## config.mk

```make
export PLATFORM = sky130hd
export DESIGN_NAME = delta_tick_gen
export DESIGN_NICKNAME = d
export VERILOG_FILES = /design/src/rtl/delta_tick_gen_pkg.sv /design/src/rtl/dtg_delta_timer.sv /design/src/rtl/dtg_drift_meter.sv /design/src/rtl/dtg_err_accum.sv /design/src/rtl/delta_tick_gen.sv
export SDC_FILE = /design/constraint.sdc
export NUM_CORES = 1
export LEC_CHECK = 0
export ABC_CLOCK_PERIOD_IN_PS = 16430
export BUFFER_PORTS_ARGS = -buffer_cell sky130_fd_sc_hd__buf_2
export CORE_ASPECT_RATIO = 2
export CORE_MARGIN = 2
export CORE_UTILIZATION = 69
export CTS_BUF_LIST = sky130_fd_sc_hd__clkbuf_2
export DETAILED_ROUTE_END_ITERATION = 8
export GPL_ROUTABILITY_DRIVEN = 0
export GPL_TIMING_DRIVEN = 0
export PLACE_DENSITY = 0.9
export SLEW_MARGIN = 20
export SYNTH_ARGS = -nofsm -noshare
export SYNTH_HDL_FRONTEND = slang
export SYNTH_SLANG_ARGS = --single-unit
```

## constraint.sdc

```tcl
create_clock -name clk_i -period 16.43 [get_ports clk_i]
set_clock_uncertainty 0.15 [all_clocks]
set_input_delay 0.8215 -clock clk_i [delete_from_list [all_inputs] [get_ports clk_i]]
set_output_delay 0.8215 -clock clk_i [all_outputs]
set_load 0.005 [all_outputs]
```

## src/rtl/delta_tick_gen_pkg.sv

```systemverilog
package delta_tick_gen_pkg;

    typedef enum logic {
        ST_IDLE = 1'b0,
        ST_RUN  = 1'b1
    } run_state_e;

endpackage

```

## src/rtl/dtg_delta_timer.sv

```systemverilog
module dtg_delta_timer #(
    parameter int NOM_TICKS = 25,
    parameter int SLEW_MAX  = 5,
    parameter int CNT_W     = 5,
    parameter int ADJ_W     = 4
) (
    input  logic                    clk_i,
    input  logic                    rst_ni,
    input  logic                    run_i,
    input  logic                    start_i,
    input  logic signed [ADJ_W-1:0] adj_i,
    output logic                    reload_o,
    output logic                    strobe_o
);

    typedef struct packed {
        logic [CNT_W-1:0] cnt;
        logic             strobe;
    } tmr_state_t;

    tmr_state_t st_d, st_q;
    logic [CNT_W-1:0] next_len;

    always_comb begin
        next_len    = CNT_W'(NOM_TICKS - int'(adj_i));
        reload_o    = run_i && (st_q.cnt == CNT_W'(1));
        st_d        = st_q;
        st_d.strobe = 1'b0;
        if (start_i) begin
            st_d.cnt = CNT_W'(NOM_TICKS);
        end else if (!run_i) begin
            st_d.cnt = '0;
        end else if (reload_o) begin
            st_d.cnt    = next_len;
            st_d.strobe = 1'b1;
        end else begin
            st_d.cnt = st_q.cnt - CNT_W'(1);
        end
    end

    always_ff @(posedge clk_i or negedge rst_ni) begin
        if (!rst_ni) st_q <= '0;
        else         st_q <= st_d;
    end

    assign strobe_o = st_q.strobe;

    // a running countdown never leaves the slewed window
    p_len_bounds_r6: assert property (@(posedge clk_i) disable iff (!rst_ni)
        run_i |-> (st_q.cnt >= CNT_W'(1) && st_q.cnt <= CNT_W'(NOM_TICKS + SLEW_MAX)));

    // the strobe is a single-cycle pulse
    p_strobe_pulse_r11: assert property (@(posedge clk_i) disable iff (!rst_ni)
        st_q.strobe |=> !st_q.strobe);

endmodule

```

## src/rtl/dtg_drift_meter.sv

```systemverilog
module dtg_drift_meter #(
    parameter int TOD_W = 32,
    parameter int PER_W = 16
) (
    input  logic                  clk_i,
    input  logic                  rst_ni,
    input  logic                  run_i,
    input  logic                  start_i,
    input  logic [TOD_W-1:0]      tod_i,
    input  logic [PER_W-1:0]      period_i,
    output logic                  bnd_o,
    output logic signed [TOD_W:0] drift_o
);

    typedef struct packed {
        logic [TOD_W-1:0] base;
        logic [TOD_W-1:0] ticks;
    } mtr_state_t;

    mtr_state_t st_d, st_q;
    logic [TOD_W-1:0] tod_elapsed;
    logic [TOD_W-1:0] tick_elapsed;

    always_comb begin
        tod_elapsed  = tod_i - st_q.base;
        tick_elapsed = st_q.ticks + TOD_W'(1);
        bnd_o        = 1'b0;
        drift_o      = '0;
        st_d         = st_q;
        if (start_i) begin
            st_d.base  = tod_i;
            st_d.ticks = '0;
        end else if (run_i) begin
            if (period_i == '0) begin
                st_d.base  = tod_i;
                st_d.ticks = '0;
            end else if (tod_elapsed >= TOD_W'(period_i)) begin
                bnd_o      = 1'b1;
                drift_o    = $signed({1'b0, tod_elapsed}) - $signed({1'b0, tick_elapsed});
                st_d.base  = tod_i;
                st_d.ticks = '0;
            end else begin
                st_d.ticks = tick_elapsed;
            end
        end
    end

    always_ff @(posedge clk_i or negedge rst_ni) begin
        if (!rst_ni) st_q <= '0;
        else         st_q <= st_d;
    end

    // a boundary restarts the tick count of the next interval
    p_rebase_r4: assert property (@(posedge clk_i) disable iff (!rst_ni)
        (bnd_o && !start_i) |=> (st_q.ticks == '0));

endmodule

```

## src/rtl/dtg_err_accum.sv

```systemverilog
module dtg_err_accum #(
    parameter int TOD_W     = 32,
    parameter int ERR_LIMIT = 64,
    parameter int SLEW_MAX  = 5,
    parameter int ERR_W     = 8,
    parameter int ADJ_W     = 4
) (
    input  logic                    clk_i,
    input  logic                    rst_ni,
    input  logic                    run_i,
    input  logic                    reload_i,
    input  logic                    bnd_i,
    input  logic signed [TOD_W:0]   drift_i,
    output logic signed [ADJ_W-1:0] adj_o,
    output logic signed [ERR_W-1:0] err_o,
    output logic                    ovf_o
);

    localparam int SUM_W = TOD_W + 3;

    typedef struct packed {
        logic signed [ERR_W-1:0] err;
        logic                    ovf;
    } acc_state_t;

    acc_state_t st_d, st_q;
    logic signed [SUM_W-1:0] sum;
    logic signed [SUM_W-1:0] lim_pos;
    logic signed [SUM_W-1:0] lim_neg;

    always_comb begin
        if (st_q.err > ERR_W'(SLEW_MAX))
            adj_o = ADJ_W'(SLEW_MAX);
        else if (st_q.err < ERR_W'(-SLEW_MAX))
            adj_o = ADJ_W'(-SLEW_MAX);
        else
            adj_o = st_q.err[ADJ_W-1:0];

        lim_pos = SUM_W'(ERR_LIMIT);
        lim_neg = SUM_W'(-ERR_LIMIT);
        sum     = SUM_W'(st_q.err);
        if (reload_i) sum = sum - SUM_W'(adj_o);
        if (bnd_i)    sum = sum + SUM_W'(drift_i);

        st_d = st_q;
        if (!run_i) begin
            st_d.err = '0;
        end else if (sum > lim_pos) begin
            st_d.err = ERR_W'(ERR_LIMIT);
            st_d.ovf = 1'b1;
        end else if (sum < lim_neg) begin
            st_d.err = ERR_W'(-ERR_LIMIT);
            st_d.ovf = 1'b1;
        end else begin
            st_d.err = sum[ERR_W-1:0];
        end
    end

    always_ff @(posedge clk_i or negedge rst_ni) begin
        if (!rst_ni) st_q <= '0;
        else         st_q <= st_d;
    end

    assign err_o = st_q.err;
    assign ovf_o = st_q.ovf;

    // the stored error never passes the saturation limit
    p_err_range_r9: assert property (@(posedge clk_i) disable iff (!rst_ni)
        (st_q.err <= ERR_W'(ERR_LIMIT)) && (st_q.err >= ERR_W'(-ERR_LIMIT)));

    // the overflow flag is sticky
    p_ovf_sticky_r9: assert property (@(posedge clk_i) disable iff (!rst_ni)
        st_q.ovf |=> st_q.ovf);

    // a delta reload with no new drift moves a positive error towards zero
    p_drain_r5: assert property (@(posedge clk_i) disable iff (!rst_ni)
        (run_i && reload_i && !bnd_i && st_q.err > 0) |=> (st_q.err < $past(st_q.err)));

endmodule

```

## src/rtl/delta_tick_gen.sv

```systemverilog
module delta_tick_gen #(
    parameter int TOD_W     = 32,
    parameter int PER_W     = 16,
    parameter int NOM_TICKS = 25,
    parameter int SLEW_MAX  = 5,
    parameter int ERR_LIMIT = 64
) (
    input  logic             clk_i,
    input  logic             rst_ni,
    input  logic             en_i,
    input  logic [TOD_W-1:0] tod_i,
    input  logic [TOD_W-1:0] start_tod_i,
    input  logic [PER_W-1:0] corr_period_i,
    output logic             strobe_o,
    output logic             drift_ovf_o
);
    import delta_tick_gen_pkg::*;

    localparam int CNT_W = $clog2(NOM_TICKS + SLEW_MAX + 1);
    localparam int ERR_W = $clog2(ERR_LIMIT + 1) + 1;
    localparam int ADJ_W = $clog2(SLEW_MAX + 1) + 1;

    typedef struct packed {
        run_state_e run;
    } top_state_t;

    top_state_t st_d, st_q;
    logic start_go;
    logic live;
    logic reload;
    logic bnd;
    logic signed [TOD_W:0]   drift;
    logic signed [ADJ_W-1:0] adj;
    logic signed [ERR_W-1:0] err;

    always_comb begin
        live     = en_i && (st_q.run == ST_RUN);
        start_go = en_i && (st_q.run == ST_IDLE) && (tod_i >= start_tod_i);
        st_d     = st_q;
        if (!en_i)        st_d.run = ST_IDLE;
        else if (start_go) st_d.run = ST_RUN;
    end

    always_ff @(posedge clk_i or negedge rst_ni) begin
        if (!rst_ni) st_q <= '{run: ST_IDLE};
        else         st_q <= st_d;
    end

    dtg_delta_timer #(
        .NOM_TICKS(NOM_TICKS), .SLEW_MAX(SLEW_MAX), .CNT_W(CNT_W), .ADJ_W(ADJ_W)
    ) u_timer (
        .clk_i(clk_i), .rst_ni(rst_ni), .run_i(live), .start_i(start_go),
        .adj_i(adj), .reload_o(reload), .strobe_o(strobe_o)
    );

    dtg_drift_meter #(
        .TOD_W(TOD_W), .PER_W(PER_W)
    ) u_meter (
        .clk_i(clk_i), .rst_ni(rst_ni), .run_i(live), .start_i(start_go),
        .tod_i(tod_i), .period_i(corr_period_i), .bnd_o(bnd), .drift_o(drift)
    );

    dtg_err_accum #(
        .TOD_W(TOD_W), .ERR_LIMIT(ERR_LIMIT), .SLEW_MAX(SLEW_MAX),
        .ERR_W(ERR_W), .ADJ_W(ADJ_W)
    ) u_accum (
        .clk_i(clk_i), .rst_ni(rst_ni), .run_i(live), .reload_i(reload),
        .bnd_i(bnd), .drift_i(drift), .adj_o(adj), .err_o(err), .ovf_o(drift_ovf_o)
    );

    // disabling stops the strobe from the next edge
    p_stop_r10: assert property (@(posedge clk_i) disable iff (!rst_ni)
        !en_i |=> !strobe_o);

    // no strobe while the schedule has not started
    p_idle_r2: assert property (@(posedge clk_i) disable iff (!rst_ni)
        (st_q.run == ST_IDLE) |-> !strobe_o);

    // with correction off, a clean error stays clean
    p_period_zero_r8: assert property (@(posedge clk_i) disable iff (!rst_ni)
        (live && corr_period_i == '0 && err == '0) |=> (err == '0));

endmodule

```

Word level (Yosys, flattened, before mapping)
Index checks and enable logic that the tools add are counted.
- bits in registers: 80
- input port bits: 83
- logic and storage cells: 62
- add/subtract/negate cells: 7
- order comparisons: 6
- eq/ne operators: 2
- mux-type cells: 29
- bitwise logic cells: 1
- reduce and logical (&&, ||, !) cells: 10
- operators with widths (cell ; count):
    $mux 64 ; 3
    $mux 33 ; 4
    $mux 35 ; 2
    $mux 32 ; 2
    $add 35x33->35 ; 1
    $gt 35x8->1 const B ; 1
    $lt 35x7->1 const B ; 1
    $sub 32x32->33 ; 1
    $add 32x1->32 const B ; 1
    $ge 32x16->1 ; 1
    $ge 32x32->1 ; 1
    $sub 32x32->32 ; 1
    $logic_not 16->1 ; 1
    $mux 8 ; 2
    $mux 5 ; 3
    $mux 1 ; 10
    $mux 9 ; 1
    $sub 8x4->9 ; 1
    $gt 8x4->1 const B ; 1
    $lt 8x4->1 const B ; 1
    $mux 4 ; 2
    $eq 5x1->1 const B ; 1
    $sub 4x4->5 const A ; 1
    $sub 5x1->5 const B ; 1
    6 further kinds ; 11

Logic depth before layout (Yosys ltp)
- depth in word-level cells: 12
- mapped depth: 37
- mapped depth without buffers: 35

Modules after synthesis
From an unflattened synthesis, not the netlist that was laid out.
- cell total of the unflattened synthesis: 1624
- area, all modules: 12554.5 um^2
- modules (own cells, without submodules) (module ; instances ; cells an instance ; area each (um^2) ; sequential area each (um^2)):
    dtg_drift_meter ; 1 ; 964 ; 7636.1 ; 1601.5
    dtg_err_accum ; 1 ; 505 ; 3654.8 ; 225.2
    delta_tick_gen ; 1 ; 116 ; 879.6 ; 25.0
    dtg_delta_timer ; 1 ; 39 ; 384.1 ; 150.1

Worst setup path after synthesis
Ideal clock, no wire load.
- path type: input to register
- from: input tod_i[0]
- to: register u_accum.st_q (netlist bit u_accum.ovf_o)
- arrival: 8333 ps
- required time: 16160 ps
- slack: 7827 ps
- stages on the path: 36
- cell sequence: inv_1 -> ha_1 -> inv_1 -> fa_1 -> a211oi_2 -> o21bai_1 -> a21oi_1 -> xnor2_1 -> ha_1 -> a2111o_1 -> a221oi_1 -> o21ai_0 -> maj3_2 -> a21o_1 -> a2111oi_0 -> and4b_1 -> nand4_1 -> nand4_1 -> buf_4 -> clkbuf_1 -> nor2_1 -> ha_1 -> fa_1 -> a211oi_1 -> o21a_1 -> o21bai_1 -> a21oi_1 -> xnor2_1 -> or4_1 -> nor4_1 -> nand4_1 -> or4_1 -> or3_1 -> mux2i_4 -> a21oi_4 -> a31o_1
- word-level cells in the longest chain between the ends: 11
- elaborated cells between the ends (all ways): 20
- classes of those cells: add/sub (3); order compare (4); mux (10); reduce/logical (3)
- RTL lines (what ; RTL line ; RTL):
    from (decl) ; delta_tick_gen.sv:11 ; input logic [TOD_W-1:0] tod_i,
    $sub 32x32->32 ; dtg_drift_meter.sv:25 ; tod_elapsed = tod_i - st_q.base;
    $sub 32x32->33 / $ge 32x16->1 (equally long branches) ; dtg_drift_meter.sv:39, dtg_drift_meter.sv:37 ;
    $mux 33 ; dtg_drift_meter.sv:37 ; end else if (tod_elapsed >= TOD_W'(period_i)) begin
    $mux 33 ; dtg_drift_meter.sv:34 ; if (period_i == '0) begin
    $mux 33 ; dtg_drift_meter.sv:33 ; end else if (run_i) begin
    $mux 33 ; dtg_drift_meter.sv:30 ; if (start_i) begin
    $add 35x33->35 ; dtg_err_accum.sv:43 ; if (bnd_i) sum = sum + SUM_W'(drift_i);
    $mux 35 * ; dtg_err_accum.sv:43 ;
    $lt 35x7->1 / $gt 35x8->1 (equally long branches) ; dtg_err_accum.sv:51, dtg_err_accum.sv:48 ;
    $reduce_bool 2->1 (no source line) ; n/a ;
    $reduce_and 2->1 (no source line) ; n/a ;
    to (signal assigned) ; dtg_err_accum.sv:61 ; else st_q <= st_d;
    to (decl) ; dtg_err_accum.sv:26 ; acc_state_t st_d, st_q;
Mark *: on every way between the ends. The rest lies on a longest branch, timed or not.
A chain may end at the register's enable or synchronous reset.

Worst setup path in the final report
- from: register u_meter.st_q[33] in the netlist's numbering
- to: register u_accum.st_q (netlist bit u_accum.ovf_o)
- word-level cells in the longest chain between the ends: 11
- elaborated cells between the ends (all ways): 18
- classes of those cells: add/sub (3); order compare (3); mux (10); reduce/logical (2)
- RTL lines (what ; RTL line ; RTL):
    from (decl) ; dtg_drift_meter.sv:20 ; mtr_state_t st_d, st_q;
    from (signal assigned) ; dtg_drift_meter.sv:50 ; else st_q <= st_d;
    $sub 32x32->32 * ; dtg_drift_meter.sv:25 ;
    $sub 32x32->33 / $ge 32x16->1 (equally long branches) ; dtg_drift_meter.sv:39, dtg_drift_meter.sv:37 ;
    $mux 33 ; dtg_drift_meter.sv:37 ;
    $mux 33 ; dtg_drift_meter.sv:34 ;
    $mux 33 ; dtg_drift_meter.sv:33 ;
    $mux 33 ; dtg_drift_meter.sv:30 ;
    $add 35x33->35 ; dtg_err_accum.sv:43 ;
    $mux 35 * ; dtg_err_accum.sv:43 ;
    $lt 35x7->1 / $gt 35x8->1 (equally long branches) ; dtg_err_accum.sv:51, dtg_err_accum.sv:48 ;
    $reduce_bool 2->1 (no source line) ; n/a ;
    $reduce_and 2->1 (no source line) ; n/a ;
Marked as above.

==> impl_metrics.json <==
{
  "cts.path.max_buffers": 2,
  "overflow": 0,
  "via_per_inst": 6.38,
  "grt_max_degree": 49,
  "synth.distinct_cells": 84,
  "row_count": 64,
  "area_delta_synth_final_pct": 7.71,
  "drc_errors": 0,
  "netlist_area_um2": 10900,
  "yosysWarnings": 0,
  "antenna_found_initial": 1,
  "grt_pass1_wl_um": 47400,
  "max-cap-violations": 0,
  "cts_made_buffers": 9,
  "synth_compound_area_share_pct": 25.4,
  "ir_worst_vdd_v": 0.0000923,
  "ys_async_sr_fraction_pct": 100,
  "path_clk_slew_ns": 0.30,
  "yosys.area_share.simple_pct": 18.0,
  "synth_cells": 1361,
  "firstDrtPassIters": 5,
  "htree_levels": 3,
  "postPlaceCellArea_um2": 11600,
  "postCtsSetupBuffers": 0,
  "cts-root-buf": "clkbuf_2",
  "fmax_mhz": 93.8,
  "start_util_pct": 70.6,
  "status": "finished clean",
  "hpwl_um": 23700,
  "drv_slew": 0,
  "grt_setup_unrepaired": "false",
  "setup_viol_count_final": 0,
  "drive_above_1_share_pct": 11.8,
  "synth_seq_cells": 80,
  "synth_ff_type": "dfrtp_1",
  "tns_ns": 0,
  "hold_violations": 0,
  "wl_per_cell_um": 17.3,
  "worst_setup_path_start_kind": "flip-flop",
  "synth_adder_area_share_pct": 18.4,
  "slowest_delay_ns": 0.75,
  "fin_area_um2": 11700,
  "crit_path_end_kind": "flip-flop",
  "power_mw": 1.61,
  "crit_slowest_cell": "a2111oi_0",
  "die-area_um2": 16800,
  "routed_wl_um": 28800,
  "drt_iter0_drc": 567,
  "synth_xor_area_share_pct": 9.60,
  "grt_pass1_vias": 10777,
  "clock_sinks": 80,
  "ys_seq_area_share_pct": 18.4,
  "p_leak_nw": 5.67,
  "synth_edf_count": 0,
  "timing.final.ws_setup_ns": 5.77,
  "ioPinCount": 85,
  "syn-num-nets": 1600,
  "arrival_ns": 11.04,
  "vias": 10605,
  "muxShareOfSynthArea_pct": 4.64,
  "fin_crit_ns": 10.66,
  "worst_pin_slew_ns": 0.971,
  "clk_latency_ns": 0.63,
  "dp_slack_ns": 5.69,
  "cts_resized": 0,
  "utilization_pct": 76.1,
  "die_h_um": 181,
  "portBuffers": 84,
  "ant_nets": 0,
  "hold_class": "in -> async",
  "grt_usage_pct": 34.8,
  "die_w_um": 92.7,
  "synth_area_per_cell_um2": 7.98,
  "cp_data_required_time_ns": 16.81,
  "cts_tree": "built",
  "layout.cells.non_filler": 1662,
  "maxSlewHeadroom_pct": 34.8,
  "cp_max_fo": 10,
  "cellPowerDensity_nw_per_um2": 138,
  "hold_buffers": 0,
  "final_nets": 1697,
  "coreArea_um2": 15400,
  "crit_type": "reg -> reg",
  "timing.final.crit_share_pct": 64.9,
  "hold_ws_ns": 0.0156,
  "dp_cells": 1645,
  "synth_top_family_by_area": "compound AO/OA/AOI/OAI gates"
}
[layer usage]
metal	GRT usage [%]	up-vias	routed length [um]
met5	0	-	0
met4	23.1	0	2030
li1	-	5148	-
met1	32.4	4953	9980
met3	3.20	138	1110
met2	68.8	366	15700
[cell usage in the layout, fill, tap and decap left out, types with 45 or more instances in the layout]
cell type	n
a21oi_1	94
o21ai_0	95
ha_1	152
xor2_1	45
xnor2_1	74
nor2_1	88
dfrtp_1	80
inv_1	121
buf_2	89
a21o_1	51
nand2_1	105
[layout make-up]
| type | count | area (um^2) |
|---|---|---|
| Clock buffer | 12 | 60.1 |
| Antenna cell | 1 | 2.50 |
| Fill cell | 1168 | 3680 |
| Clock inverter | 4 | 45.0 |
| Sequential cell | 80 | 2000 |
| Timing Repair Buffer | 86 | 470 |
| Inverter | 121 | 454 |
| Buffer | 32 | 146 |
| Tap cell | 198 | 248 |
| Multi-Input combinational cell | 1128 | 8270 |
[worst max-delay path: cells and delay by family (launching register included)]
| kind | cells | cell delay, ns |
|---|---|---|
| AND/OR/NAND/NOR | 11 | 3.42 |
| buffers and inverters | 3 | 0.87 |
| flip-flops | 1 | 0.43 |
| AO/OA/AOI/OAI | 13 | 3.59 |
| multiplexers | 1 | 0.23 |
| XOR/XNOR | 2 | 0.31 |
| adder cells (fa/ha/maj) | 5 | 1.56 |
[cell usage after synthesis, drive strengths merged (14+ instances only)]
library cell | count | area, um^2
nand3 | 36 | 180
and3 | 26 | 163
o21a | 24 | 180
clkbuf | 22 | 82.6
a31oi | 15 | 109
o21bai | 14 | 105
nor2 | 88 | 330
a211oi | 14 | 110
xor2 | 45 | 394
inv | 121 | 454
mux2 | 33 | 372
o31ai | 19 | 143
a21oi | 96 | 495
o21ai | 102 | 514
a21o | 51 | 383
nand2 | 105 | 394
nand4 | 19 | 119
nand2b | 19 | 119
nor3 | 26 | 135
ha | 152 | 1900
dfrtp | 80 | 2000
xnor2 | 74 | 648
nor2b | 15 | 93.8
[flip-flops by register name, indices dropped and copies added, names as in the netlist]
name / cells
st_q: 1
u_accum.err_o: 8
u_accum.ovf_o: 1
u_meter.st_q: 64
u_timer.st_q: 5
u_timer.strobe_o: 1
[power by group]
| part | switching, mW | leakage, nW | internal [mW] |
|---|---|---|---|
| Sequential | 0.0175 | 1.04 | 0.228 |
| Combinational | 0.712 | 4.57 | 0.537 |
| Clock | 0.0798 | 0.0673 | 0.0360 |
| Total | 0.810 | 5.67 | 0.801 |
[path summary, 6_finish.rpt]
path / start / endpoint / slack, ns / depth (start not counted)
min reg2reg: u_accum.ovf_o / u_accum.ovf_o / 0.35 / 1
min in group clk_i: tod_i[0] / u_meter.st_q[32] / 0.32 / 2
max in group asynchronous: rst_ni / u_meter.st_q[54] / 15.40 / 2
max: u_meter.st_q[33] / u_accum.ovf_o / 5.77 / 35
max reg2reg: u_meter.st_q[33] / u_accum.ovf_o / 5.77 / 35
min: rst_ni / u_timer.st_q[5] / 0.02 / 1
[logic make-up (layout without fill, tap and decap cells)]
logic type,count (synthesis),count (layout)
AO/OA/AOI/OAI,414,414
buffers and inverters,153,255
AND/OR/NAND/NOR,393,393
adder cells (fa/ha/maj),157,157
flip-flops,80,80
other,0,1
XOR/XNOR,119,119
multiplexers,45,45
Note: power is estimated with default switching activity, not from simulation.
